<file path="config.mk">
export PLATFORM = sky130hd
export DESIGN_NAME = cmp_channel
export DESIGN_NICKNAME = d
export VERILOG_FILES = /design/src/rtl/cmp_pkg.sv /design/src/rtl/cmp_regs.sv /design/src/rtl/cmp_timer.sv /design/src/rtl/cmp_out_ctl.sv /design/src/rtl/cmp_channel.sv
export SDC_FILE = /design/constraint.sdc
export NUM_CORES = 1
export LEC_CHECK = 0
export BUFFER_PORTS_ARGS = -buffer_cell sky130_fd_sc_hd__buf_2
export CORE_AREA = 2 2 79 96
export CTS_CLUSTER_DIAMETER = 30
export DETAILED_ROUTE_END_ITERATION = 7
export DIE_AREA = 0 0 81 98
export GPL_ROUTABILITY_DRIVEN = 0
export PLACE_DENSITY = 0.78
export SETUP_SLACK_MARGIN = 0.4
export SYNTH_ARGS = -nofsm -noshare
export SYNTH_HDL_FRONTEND = slang
export SYNTH_SLANG_ARGS = --single-unit
</file>
<file path="constraint.sdc">
create_clock -name clk -period 2 [get_ports clk]
set_clock_uncertainty 0.05 [all_clocks]
set_input_delay 0.4 -clock clk [delete_from_list [all_inputs] [get_ports clk]]
set_output_delay 0.4 -clock clk [all_outputs]
set_load 0.02 [all_outputs]
</file>
<file path="src/rtl/cmp_pkg.sv">
package cmp_pkg;
    typedef enum logic [0:0] {
        TMR_IDLE = 1'b0,
        TMR_RUN  = 1'b1
    } tmr_state_t;

    localparam int CTL_BUF_BIT   = 0;
    localparam int CTL_EN_BIT    = 1;
    localparam int CTL_FORCE_BIT = 2;
    localparam int CTL_LVL_BIT   = 3;
endpackage

</file>
<file path="src/rtl/cmp_regs.sv">
module cmp_regs #(
    parameter int CNT_W  = 16,
    parameter int BYTE_W = 8,
    localparam int NB     = CNT_W / BYTE_W,
    localparam int ADDR_W = $clog2(2 * NB + 1)
) (
    input  logic              clk,
    input  logic              rst_n,
    input  logic              wr_en,
    input  logic [ADDR_W-1:0] wr_addr,
    input  logic [BYTE_W-1:0] wr_data,
    input  logic              ovf,
    output logic [CNT_W-1:0]  active_q,
    output logic [CNT_W-1:0]  reload_q,
    output logic [CNT_W-1:0]  start_val,
    output logic              start,
    output logic              enable,
    output logic              force_wr,
    output logic              force_lvl
);
    import cmp_pkg::*;

    localparam logic [ADDR_W-1:0] A_CMP0 = '0;
    localparam logic [ADDR_W-1:0] A_CTL  = ADDR_W'(NB);
    localparam logic [ADDR_W-1:0] A_RLD0 = ADDR_W'(NB + 1);

    logic [CNT_W-1:0]  hold_q;
    logic [CNT_W-1:0]  rld_pend;
    logic              armed_q;
    logic              buffered;
    logic              cmp_lo_wr;
    logic              ctl_wr;
    logic              direct_wr;

    assign cmp_lo_wr = wr_en && (wr_addr == A_CMP0);
    assign ctl_wr    = wr_en && (wr_addr == A_CTL);
    assign start     = wr_en && (wr_addr == A_RLD0);
    assign direct_wr = cmp_lo_wr && !buffered;
    assign force_wr  = ctl_wr && wr_data[CTL_FORCE_BIT];
    assign force_lvl = wr_data[CTL_LVL_BIT];
    assign start_val = {rld_pend[CNT_W-1:BYTE_W], wr_data};

    // Upper byte lanes of the holding register and the pending reload
    for (genvar k = 1; k < NB; k++) begin : g_lane
        always_ff @(posedge clk) begin
            if (!rst_n) begin
                hold_q[k*BYTE_W +: BYTE_W]   <= '0;
                rld_pend[k*BYTE_W +: BYTE_W] <= '0;
            end else if (wr_en) begin
                if (wr_addr == ADDR_W'(k))
                    hold_q[k*BYTE_W +: BYTE_W] <= wr_data;
                if (wr_addr == ADDR_W'(NB + 1 + k))
                    rld_pend[k*BYTE_W +: BYTE_W] <= wr_data;
            end
        end
    end

    assign rld_pend[BYTE_W-1:0] = '0;

    always_ff @(posedge clk) begin
        if (!rst_n) begin
            hold_q[BYTE_W-1:0] <= '0;
        end else if (cmp_lo_wr) begin
            hold_q[BYTE_W-1:0] <= wr_data;
        end
    end

    // Control register
    always_ff @(posedge clk) begin
        if (!rst_n) begin
            buffered <= 1'b0;
            enable   <= 1'b0;
        end else if (ctl_wr) begin
            buffered <= wr_data[CTL_BUF_BIT];
            enable   <= wr_data[CTL_EN_BIT];
        end
    end

    always_ff @(posedge clk) begin
        if (!rst_n) begin
            reload_q <= '0;
        end else if (start) begin
            reload_q <= start_val;
        end
    end

    // Active latch and transfer arming
    always_ff @(posedge clk) begin
        if (!rst_n) begin
            active_q <= '0;
            armed_q  <= 1'b0;
        end else begin
            if (direct_wr)
                active_q <= {hold_q[CNT_W-1:BYTE_W], wr_data};
            else if (ovf && armed_q)
                active_q <= hold_q;

            if (cmp_lo_wr)
                armed_q <= buffered;
            else if (ovf)
                armed_q <= 1'b0;
        end
    end

    assert_buf_hold_R3: assert property (@(posedge clk) disable iff (!rst_n)
        (!ovf && !direct_wr) |=> $stable(active_q));

    assert_no_arm_no_load_R4: assert property (@(posedge clk) disable iff (!rst_n)
        (ovf && !armed_q && !direct_wr) |=> $stable(active_q));

    assert_direct_load_R2: assert property (@(posedge clk) disable iff (!rst_n)
        direct_wr |=> (active_q[BYTE_W-1:0] == $past(wr_data)));

    assert_same_cycle_arm_R6: assert property (@(posedge clk) disable iff (!rst_n)
        (ovf && cmp_lo_wr && buffered) |=> armed_q);

    assert_arm_clear_R6: assert property (@(posedge clk) disable iff (!rst_n)
        (ovf && !cmp_lo_wr) |=> !armed_q);
endmodule

</file>
<file path="src/rtl/cmp_timer.sv">
module cmp_timer #(
    parameter int CNT_W = 16
) (
    input  logic             clk,
    input  logic             rst_n,
    input  logic             start,
    input  logic [CNT_W-1:0] start_val,
    input  logic [CNT_W-1:0] reload_q,
    output logic [CNT_W-1:0] count,
    output logic             running,
    output logic             ovf
);
    import cmp_pkg::*;

    tmr_state_t state_q, state_d;

    always_ff @(posedge clk) begin
        if (!rst_n) state_q <= TMR_IDLE;
        else        state_q <= state_d;
    end

    always_comb begin
        state_d = state_q;
        unique case (state_q)
            TMR_IDLE: if (start) state_d = TMR_RUN;
            TMR_RUN:  state_d = TMR_RUN;
            default:  state_d = TMR_IDLE;
        endcase
    end

    always_comb begin
        running = (state_q == TMR_RUN);
        ovf     = running && (count == {CNT_W{1'b1}});
    end

    always_ff @(posedge clk) begin
        if (!rst_n)        count <= '0;
        else if (start)    count <= start_val;
        else if (ovf)      count <= reload_q;
        else if (running)  count <= count + 1'b1;
    end

    assert_wrap_reload_R7: assert property (@(posedge clk) disable iff (!rst_n)
        (ovf && !start) |=> (count == $past(reload_q)));

    assert_step_R7: assert property (@(posedge clk) disable iff (!rst_n)
        (running && !ovf && !start) |=> (count == $past(count) + 1'b1));

    assert_idle_still_R1: assert property (@(posedge clk) disable iff (!rst_n)
        (!running && !start) |=> $stable(count));
endmodule

</file>
<file path="src/rtl/cmp_out_ctl.sv">
module cmp_out_ctl #(
    parameter int CNT_W = 16
) (
    input  logic             clk,
    input  logic             rst_n,
    input  logic             force_wr,
    input  logic             force_lvl,
    input  logic             enable,
    input  logic             running,
    input  logic             ovf,
    input  logic [CNT_W-1:0] count,
    input  logic [CNT_W-1:0] active_q,
    output logic             pin
);
    logic match;

    assign match = running && (count == active_q);

    always_ff @(posedge clk) begin
        if (!rst_n)              pin <= 1'b0;
        else if (force_wr)       pin <= force_lvl;
        else if (enable && ovf)  pin <= 1'b0;
        else if (enable && match) pin <= 1'b1;
    end

    assert_ovf_low_R8: assert property (@(posedge clk) disable iff (!rst_n)
        (enable && ovf && !force_wr) |=> !pin);

    assert_match_high_R8: assert property (@(posedge clk) disable iff (!rst_n)
        (enable && match && !ovf && !force_wr) |=> pin);

    assert_force_R9: assert property (@(posedge clk) disable iff (!rst_n)
        force_wr |=> (pin == $past(force_lvl)));

    assert_disabled_hold_R10: assert property (@(posedge clk) disable iff (!rst_n)
        (!enable && !force_wr) |=> $stable(pin));
endmodule

</file>
<file path="src/rtl/cmp_channel.sv">
module cmp_channel #(
    parameter int CNT_W  = 16,
    parameter int BYTE_W = 8,
    localparam int NB     = CNT_W / BYTE_W,
    localparam int ADDR_W = $clog2(2 * NB + 1)
) (
    input  logic              clk,
    input  logic              rst_n,
    input  logic              wr_en,
    input  logic [ADDR_W-1:0] wr_addr,
    input  logic [BYTE_W-1:0] wr_data,
    output logic              cmp_pin
);
    logic [CNT_W-1:0] active_q;
    logic [CNT_W-1:0] reload_q;
    logic [CNT_W-1:0] start_val;
    logic [CNT_W-1:0] count;
    logic             start;
    logic             enable;
    logic             force_wr;
    logic             force_lvl;
    logic             running;
    logic             ovf;

    cmp_regs #(.CNT_W(CNT_W), .BYTE_W(BYTE_W)) u_regs (
        .clk       (clk),
        .rst_n     (rst_n),
        .wr_en     (wr_en),
        .wr_addr   (wr_addr),
        .wr_data   (wr_data),
        .ovf       (ovf),
        .active_q  (active_q),
        .reload_q  (reload_q),
        .start_val (start_val),
        .start     (start),
        .enable    (enable),
        .force_wr  (force_wr),
        .force_lvl (force_lvl)
    );

    cmp_timer #(.CNT_W(CNT_W)) u_timer (
        .clk       (clk),
        .rst_n     (rst_n),
        .start     (start),
        .start_val (start_val),
        .reload_q  (reload_q),
        .count     (count),
        .running   (running),
        .ovf       (ovf)
    );

    cmp_out_ctl #(.CNT_W(CNT_W)) u_out (
        .clk       (clk),
        .rst_n     (rst_n),
        .force_wr  (force_wr),
        .force_lvl (force_lvl),
        .enable    (enable),
        .running   (running),
        .ovf       (ovf),
        .count     (count),
        .active_q  (active_q),
        .pin       (cmp_pin)
    );
endmodule

</file>
==> results.toml, run 1 <==
[routing]
drcViolationCount = 0
vias = 3559
routed_wl_mm = 10.79
drtAntennaViolNets = 0
drtIter0Drc = 408
wl_per_cell_um = 18.57
first_pass_iters = 5
viasPerCell = 6.126

[placement]
placed_cell_area_um2 = 4095
dp.cells = 549
io_buffers = 14
place_hpwl_mm = 6.839

[yosys]
async_reset_ff_frac = 0
synth_edf_count = 0
yosys.area_share.simple = 0.2452
syn_area_um2 = 3725
synthAdderAreaFrac = 0.003359
yosys_most_used_dff = "dfxtp_1"
muxShareOfSynthArea = 0.07927
yosys.area_share.xor_xnor = 0.05878
synth_seq_cells = 77
yosysSeqAreaShare = 0.4138
postSynthCellCount = 446
ys_types = 44
synth_top_family_by_area = "simple AND/OR/NAND/NOR gates"
synth-warning-count = 0
syn_area_per_cell_um2 = 8.352
synth_compound_area_frac = 0.1582
synth_fp_nets = 461

[global_route]
grt_pass1_vias = 3494
grt_util_all_layers = 0.2866
grt_pass1_wl_mm = 17.61
grt-ovfl-total = 0
met2_usage = 0.4628
met3_usage = 0.04251
grt_antenna_before_repair = 0
grt_util_met1 = 0.3597
top_usage_layer = "met2"
grt_max_degree = 28

[cts]
cts_buffer_depth = 2
cts_root_buf = "clkbuf_8"
clock-sinks = 77
cts_tree = "built"
h-tree-depth = 3
cts.clk_slew.worst_paths_ps = 90
cts_made_buffers = 9
cts_hold_buf = 0
insertion_delay_ps = 360

[layout]
layout.cells.non_filler = 581
nNetsFinal = 501
final_common_cell = "nand2_1"
n_fill_cell = 562
areaGrowthSynthToFinish_pct = 24.52
drive_gt1_frac = 0.2607
num_antenna_cells = 0
final_cell_mix = "nand2_1, dfxtp_1, buf_4"
design_area_um2 = 4638
multi_input_area_um2 = 2225
register_area_um2 = 1559

[sta]
period_minus_slack_ps = 1851
setup_viol = 0
worstMarginPinSlew_ps = 451.6
period_share = 0.9254
fin_hold_ws_ps = 300.7
fmax_mhz = 540.3
finalSetupTns_ps = 0
max_slew_margin = 0.6989
rsz0062_at_grt = "yes"
hold_viol = 0
drv_slew = 0

[worst_setup_path]
r2r_end = "u_regs.active_q[1]$_SDFFE_PN0P_"
cp-startpoint = "u_timer.count[6]$_SDFFE_PN0P_"
r2r_cells = 7
endpoint_kind = "flip-flop"
timing.rr.start = "u_timer.count[6]$_SDFFE_PN0P_"
critPathKind = "reg -> reg"
crit_path_end = "u_regs.active_q[1]$_SDFFE_PN0P_"
reg2reg_slack_ps = 150
critical_path_required_ps = 2180
start_kind = "flip-flop"
cp_max_fo = 8
cp.arrival_ps = 2030

[floorplan]
fp.coreArea_um2 = 7062
io_pins = 15
start_util = 0.5275
die_area_um2 = 7938
die_w_um = 81
die_h_um = 98
rows = 34

[power]
power_density_nw_per_um2 = 685.8
ir_drop_mv = 0.4834
power.leakage_nw = 1.778

[job]
cap_violations = 0

[status]
run_status = "finished clean"

[worst_hold_path]
hold_class = "in -> reg"
## area by class of cell
class | instances | area share
repair buffers | 63 | 0.1128
clock buffers | 10 | 0.02752
flip-flops and latches | 77 | 0.3361
well taps | 90 | 0.02428
multi-input cells | 334 | 0.4796
inverters | 1 | 0.0008093
clock inverters | 6 | 0.01888
## Yosys cell counts, types with 9 or more instances
master,n,area share
nor2_1,11,0.011
clkbuf_1,21,0.021
buf_2,9,0.012
xor2_1,20,0.047
a21oi_1,20,0.027
nor2b_1,18,0.030
a21boi_0,26,0.052
mux2i_1,28,0.075
nand3_1,26,0.035
dfxtp_1,77,0.41
nand2_1,85,0.086
o21ai_0,39,0.052
## state kept, by name (all words and copies together) (netlist names)
signal / count
u_regs.armed_q: 1
u_regs.buffered: 1
u_regs.enable: 1
u_regs.reload_q: 16
u_regs.start_val: 8
u_timer.count: 16
u_out.pin: 1
u_timer.running: 1
u_regs.active_q: 16
u_regs.hold_q: 16
## cells by family (layout without fill, tap and decap cells)
| kind of cell | Yosys count | in the layout |
|---|---|---|
| flops | 77 | 77 |
| simple gates | 181 | 181 |
| xor+xnor | 25 | 25 |
| compound gates | 97 | 98 |
| mux | 29 | 29 |
| fa+ha+maj | 1 | 1 |
| buf+inv | 36 | 80 |
## power by group
| group | internal (mW) | leakage (nW) | switching (mW) |
|---|---|---|---|
| Clock | 0.704 | 0.110 | 0.621 |
| Sequential | 1.56 | 0.629 | 0.0271 |
| Combinational | 0.106 | 1.04 | 0.159 |
| Total | 2.37 | 1.78 | 0.806 |
## metal layers
layer | routed length (um) | vias up
met4 | 594 | 0
met1 | 4214 | 1669
li1 | - | 1621
met3 | 728 | 62
met2 | 5252 | 207
met5 | 0 | -
## how the worst min path moves through the flow
stage                                         startpoint                               end  cells past startpoint
final                                         wr_data[6]   u_regs.reload_q[6]$_SDFFE_PN0P_                      3
after floorplan           u_regs.hold_q[10]$_SDFFE_PN0P_  u_regs.active_q[10]$_SDFFE_PN0P_                      2
after CTS                                     wr_data[6]     u_timer.count[6]$_SDFFE_PN0P_                      3
after global placement    u_regs.hold_q[13]$_SDFFE_PN0P_  u_regs.active_q[13]$_SDFFE_PN0P_                      2
after detailed placement  u_regs.hold_q[13]$_SDFFE_PN0P_  u_regs.active_q[13]$_SDFFE_PN0P_                      2
after global routing                          wr_data[6]   u_regs.reload_q[6]$_SDFFE_PN0P_                      3
## stage by stage
step	setup WS, ps	total power [mW]	util
after CTS	111.5	3.154	0.6396
after global routing	99.19	3.258	0.6568
after global placement	84.23	1.863	0.5799
after detailed placement	45.53	1.871	0.5799
after floorplan	156.7	1.774	-
final	149.2	3.181	0.6568
## worst max-delay path: stages (launching register included)
cell and delay [ps]:
dfxtp_2 360, nand4_4 130, nor4_4 320, buf_4 180, and4_4 240, buf_12 130
mux2i_1 220, a21oi_1 90
## what timing repair did
action | in CTS | in global routing
gates resized for setup | 34 | 34
gates cloned | 1 | 0
hold endpoints to repair | 0 | 0
buffers inserted | 12 | 3
pin swaps | 25 | 24
setup endpoints to repair | 34 | 34
(Power assumes the default switching activity.)
==> run 2, diff against run 1 <==
--- a/config.mk
+++ b/config.mk
@@ -5,14 +5,16 @@
 export SDC_FILE = /design/constraint.sdc
 export NUM_CORES = 1
 export LEC_CHECK = 0
+export ABC_AREA = 1
 export BUFFER_PORTS_ARGS = -buffer_cell sky130_fd_sc_hd__buf_2
-export CORE_AREA = 2 2 79 96
+export CORE_AREA = 2 2 80 97
 export CTS_CLUSTER_DIAMETER = 30
 export DETAILED_ROUTE_END_ITERATION = 7
-export DIE_AREA = 0 0 81 98
+export DIE_AREA = 0 0 82 99
 export GPL_ROUTABILITY_DRIVEN = 0
 export PLACE_DENSITY = 0.78
 export SETUP_SLACK_MARGIN = 0.4
 export SYNTH_ARGS = -nofsm -noshare
 export SYNTH_HDL_FRONTEND = slang
 export SYNTH_SLANG_ARGS = --single-unit
+export TNS_END_PERCENT = 100
==> run 2 against run 1 <==
Non-clock buffer count shrank 17. Routed wire length up 3.6%. Clock power is 6% lower. Sequential power barely moved. Critical path depth rose by 5. Synthesized area increased by 2.9%. Setup slack improved by 63 ps. Sequential cell count stayed put. Synthesized cell count up 29%. Critical endpoint is now u_regs.active_q[8]$_SDFFE_PN0P_.
==> results.toml, run 2 <==
[status]
run_status = "finished clean"

[placement]
io_buffers = 14
placed_cell_area_um2 = 4054
place_hpwl_mm = 7.270
dp.cells = 668

[layout]
final_common_cell = "nand2_1"
num_antenna_cells = 0
final_cell_mix = "nand2_1, inv_1, dfxtp_1"
n_fill_cell = 555
drive_gt1_frac = 0.1935
areaGrowthSynthToFinish_pct = 23.43
nNetsFinal = 626
design_area_um2 = 4732
layout.cells.non_filler = 705

[worst_setup_path]
cp_max_fo = 8
cp.arrival_ps = 1980
r2r_end = "u_regs.active_q[8]$_SDFFE_PN0P_"
critical_path_required_ps = 2190
start_kind = "flip-flop"
cp.buffers_inverters = 2
reg2reg_slack_ps = 210
cpPeakStageDelay_ps = 360
endpoint_kind = "flip-flop"
path_cells = "ha_4 > nand3_4 > nor2_4 > nand2_4 > nor2_8 > nand2_8 > clkinv_8 > nand2_8 > nand2_8 > inv_16 > nor2_4 > nor2_1"
timing.rr.start = "u_timer.count[1]$_SDFFE_PN0P_"
r2r_cells = 12
slowest_stage = "dfxtp_4"
cp_top_family = "simple AND/OR/NAND/NOR gates"
path_common_cell = "nand2_8"
critPathKind = "reg -> reg"

[yosys]
synth_edf_count = 0
synthTopCellsByCount = "nand2_1, inv_1, dfxtp_1"
async_reset_ff_frac = 0
yosysTopAreaCell = "dfxtp_1"
ys_types = 32
synth_fp_nets = 589
synth-warning-count = 0
synth_area_leaders = "dfxtp_1, nand2_1, inv_1"
syn_area_um2 = 3834
postSynthCellCount = 574
synth_top_area_share = 0.4021
yosysSeqAreaShare = 0.4021
synth_seq_cells = 77
yosys_most_used_dff = "dfxtp_1"
synth.most_common_cell = "nand2_1"
syn_area_per_cell_um2 = 6.679

[worst_hold_path]
hold_class = "in -> reg"
min_from = "wr_data[4]"
min_path_cells = 3
hold_end = "u_regs.reload_q[4]$_SDFFE_PN0P_"

[power]
swShare = 0.2536
power.leakage_nw = 2.086
p_clk_frac = 0.393
share_comb_of_total_power = 0.096
switchingPower_uw = 803.8
ir_drop_mv = 0.6075
power_mw = 3.169
power_frac_seq = 0.511
p_int_mw = 2.366
power_density_nw_per_um2 = 669.8

[global_route]
grt_max_degree = 36
grt_pass1_vias = 3724
grt_antenna_before_repair = 0
grt_util_all_layers = 0.2926
grt-ovfl-total = 0
grt_pass1_wl_mm = 18.00

[floorplan]
start_util = 0.5364
die_h_um = 99
die_w_um = 82
die_area_um2 = 8118
fp.coreArea_um2 = 7147
io_pins = 15
rows = 34

[routing]
drtAntennaViolNets = 0
viasPerCell = 5.518
first_pass_iters = 5
wl_per_cell_um = 15.85
drtIter0Drc = 403
routed_wl_mm = 11.18
vias = 3890
drcViolationCount = 0

[cts]
cts_buffer_depth = 2
cts_hold_buf = 0
cts.clk_slew.worst_paths_ps = 80
cts_tree = "built"
h-tree-depth = 3
insertion_delay_ps = 350
cts_made_buffers = 9
cts_root_buf = "clkbuf_8"
clock-sinks = 77

[sta]
rsz0062_at_grt = "yes"
period_minus_slack_ps = 1788
finalSetupTns_ps = 0
period_share = 0.8939
worstMarginPinSlew_ps = 588.0
drv_slew = 0
fmax_mhz = 559.3
max_slew_margin = 0.6075
setup_viol = 0
hold_viol = 0

[job]
cap_violations = 0
==> run 2: cell count changes after synthesis, sizes merged, moves of 14 or more <==
| cell | before | now |
|---|---|---|
| a21oi | 20 | 57 |
| a21boi | 26 | 0 |
| inv | 0 | 82 |
| xor2 | 20 | 6 |
| o21ai | 39 | 55 |
| nor2 | 11 | 60 |
| mux2i | 28 | 0 |
| nand3 | 28 | 46 |
| nor2b | 18 | 0 |
| nand2 | 85 | 141 |
==> run 2: cell type report <==
type                            instances  area (um^2)  area share
Multi-Input combinational cell        393         2108      0.4455
Sequential cell                        77         1554      0.3284
Timing Repair Buffer                   46        392.9     0.08302
Inverter                               83        340.3     0.07192
Clock buffer                           12        166.4     0.03517
Tap cell                               90        112.6     0.02380
Clock inverter                          3        41.29    0.008726
Timing Repair inverter                  1        16.27    0.003437
==> run 2: repair_timing <==
action	in CTS	in global routing
gates cloned	3	0
gates resized for setup	41	29
pin swaps	13	17
buffers inserted	16	3
endpoints found under the setup margin	34	34
hold endpoints to repair	0	0
==> run 2: how the worst max path moves through the flow <==
stage,from,to,slack [ps],cells after the start
after floorplan,u_timer.count[1]$_SDFFE_PN0P_,u_regs.active_q[7]$_SDFFE_PN0P_,340,13
after global placement,u_timer.count[0]$_SDFFE_PN0P_,u_regs.active_q[8]$_SDFFE_PN0P_,50,12
after detailed placement,u_timer.count[0]$_SDFFE_PN0P_,u_regs.active_q[8]$_SDFFE_PN0P_,20,12
after CTS,u_timer.count[0]$_SDFFE_PN0P_,u_timer.count[9]$_SDFFE_PN0P_,290,10
after global routing,u_timer.count[1]$_SDFFE_PN0P_,u_regs.active_q[8]$_SDFFE_PN0P_,160,12
final,u_timer.count[1]$_SDFFE_PN0P_,u_regs.active_q[8]$_SDFFE_PN0P_,210,12
==> run 2: logic make-up (layout without fill, tap and decap cells) <==
logic type	count (synthesis)	in the layout	share of synthesized area
xor gates and xnor gates	10	10	0.02284
and+or+nand+nor	264	265	0.3071
AOI/OAI and AO/OA	117	117	0.1560
buffers and inverters	105	145	0.1087
adders and majority gates	1	1	0.003263
DFF	77	77	0.4021
==> run 2: tightest hold or removal path: stages <==
cell and delay [ps]:
buf_2 110, nand2_1 80, a21oi_1 60
==> run 2: routing by layer <==
layer	GRT usage	share of wire
met5	0	0
met4	0.1474	0.050
met3	0.05128	0.062
met2	0.4784	0.49
met1	0.3640	0.40
==> run 2: stage by stage <==
stage                 util  hold slack, ps  worst slack (ps)
floorplan                -           373.7             340.7
global placement    0.5672           384.2             49.45
detailed placement  0.5672           387.8             22.91
CTS                 0.6443           285.4             286.7
global route        0.6621           306.7             157.9
finish              0.6621           295.5             212.2
==> run 2: power by group through the flow <==
stage / combinational [mW] / sequential [mW] / clock [mW]
6_report: 0.305 / 1.62 / 1.24
5_1_grt: 0.340 / 1.62 / 1.32
4_1_cts: 0.291 / 1.62 / 1.25
3_5_place_dp: 0.272 / 1.65 / 0
3_3_place_gp: 0.266 / 1.65 / 0
2_1_floorplan: 0.188 / 1.64 / 0
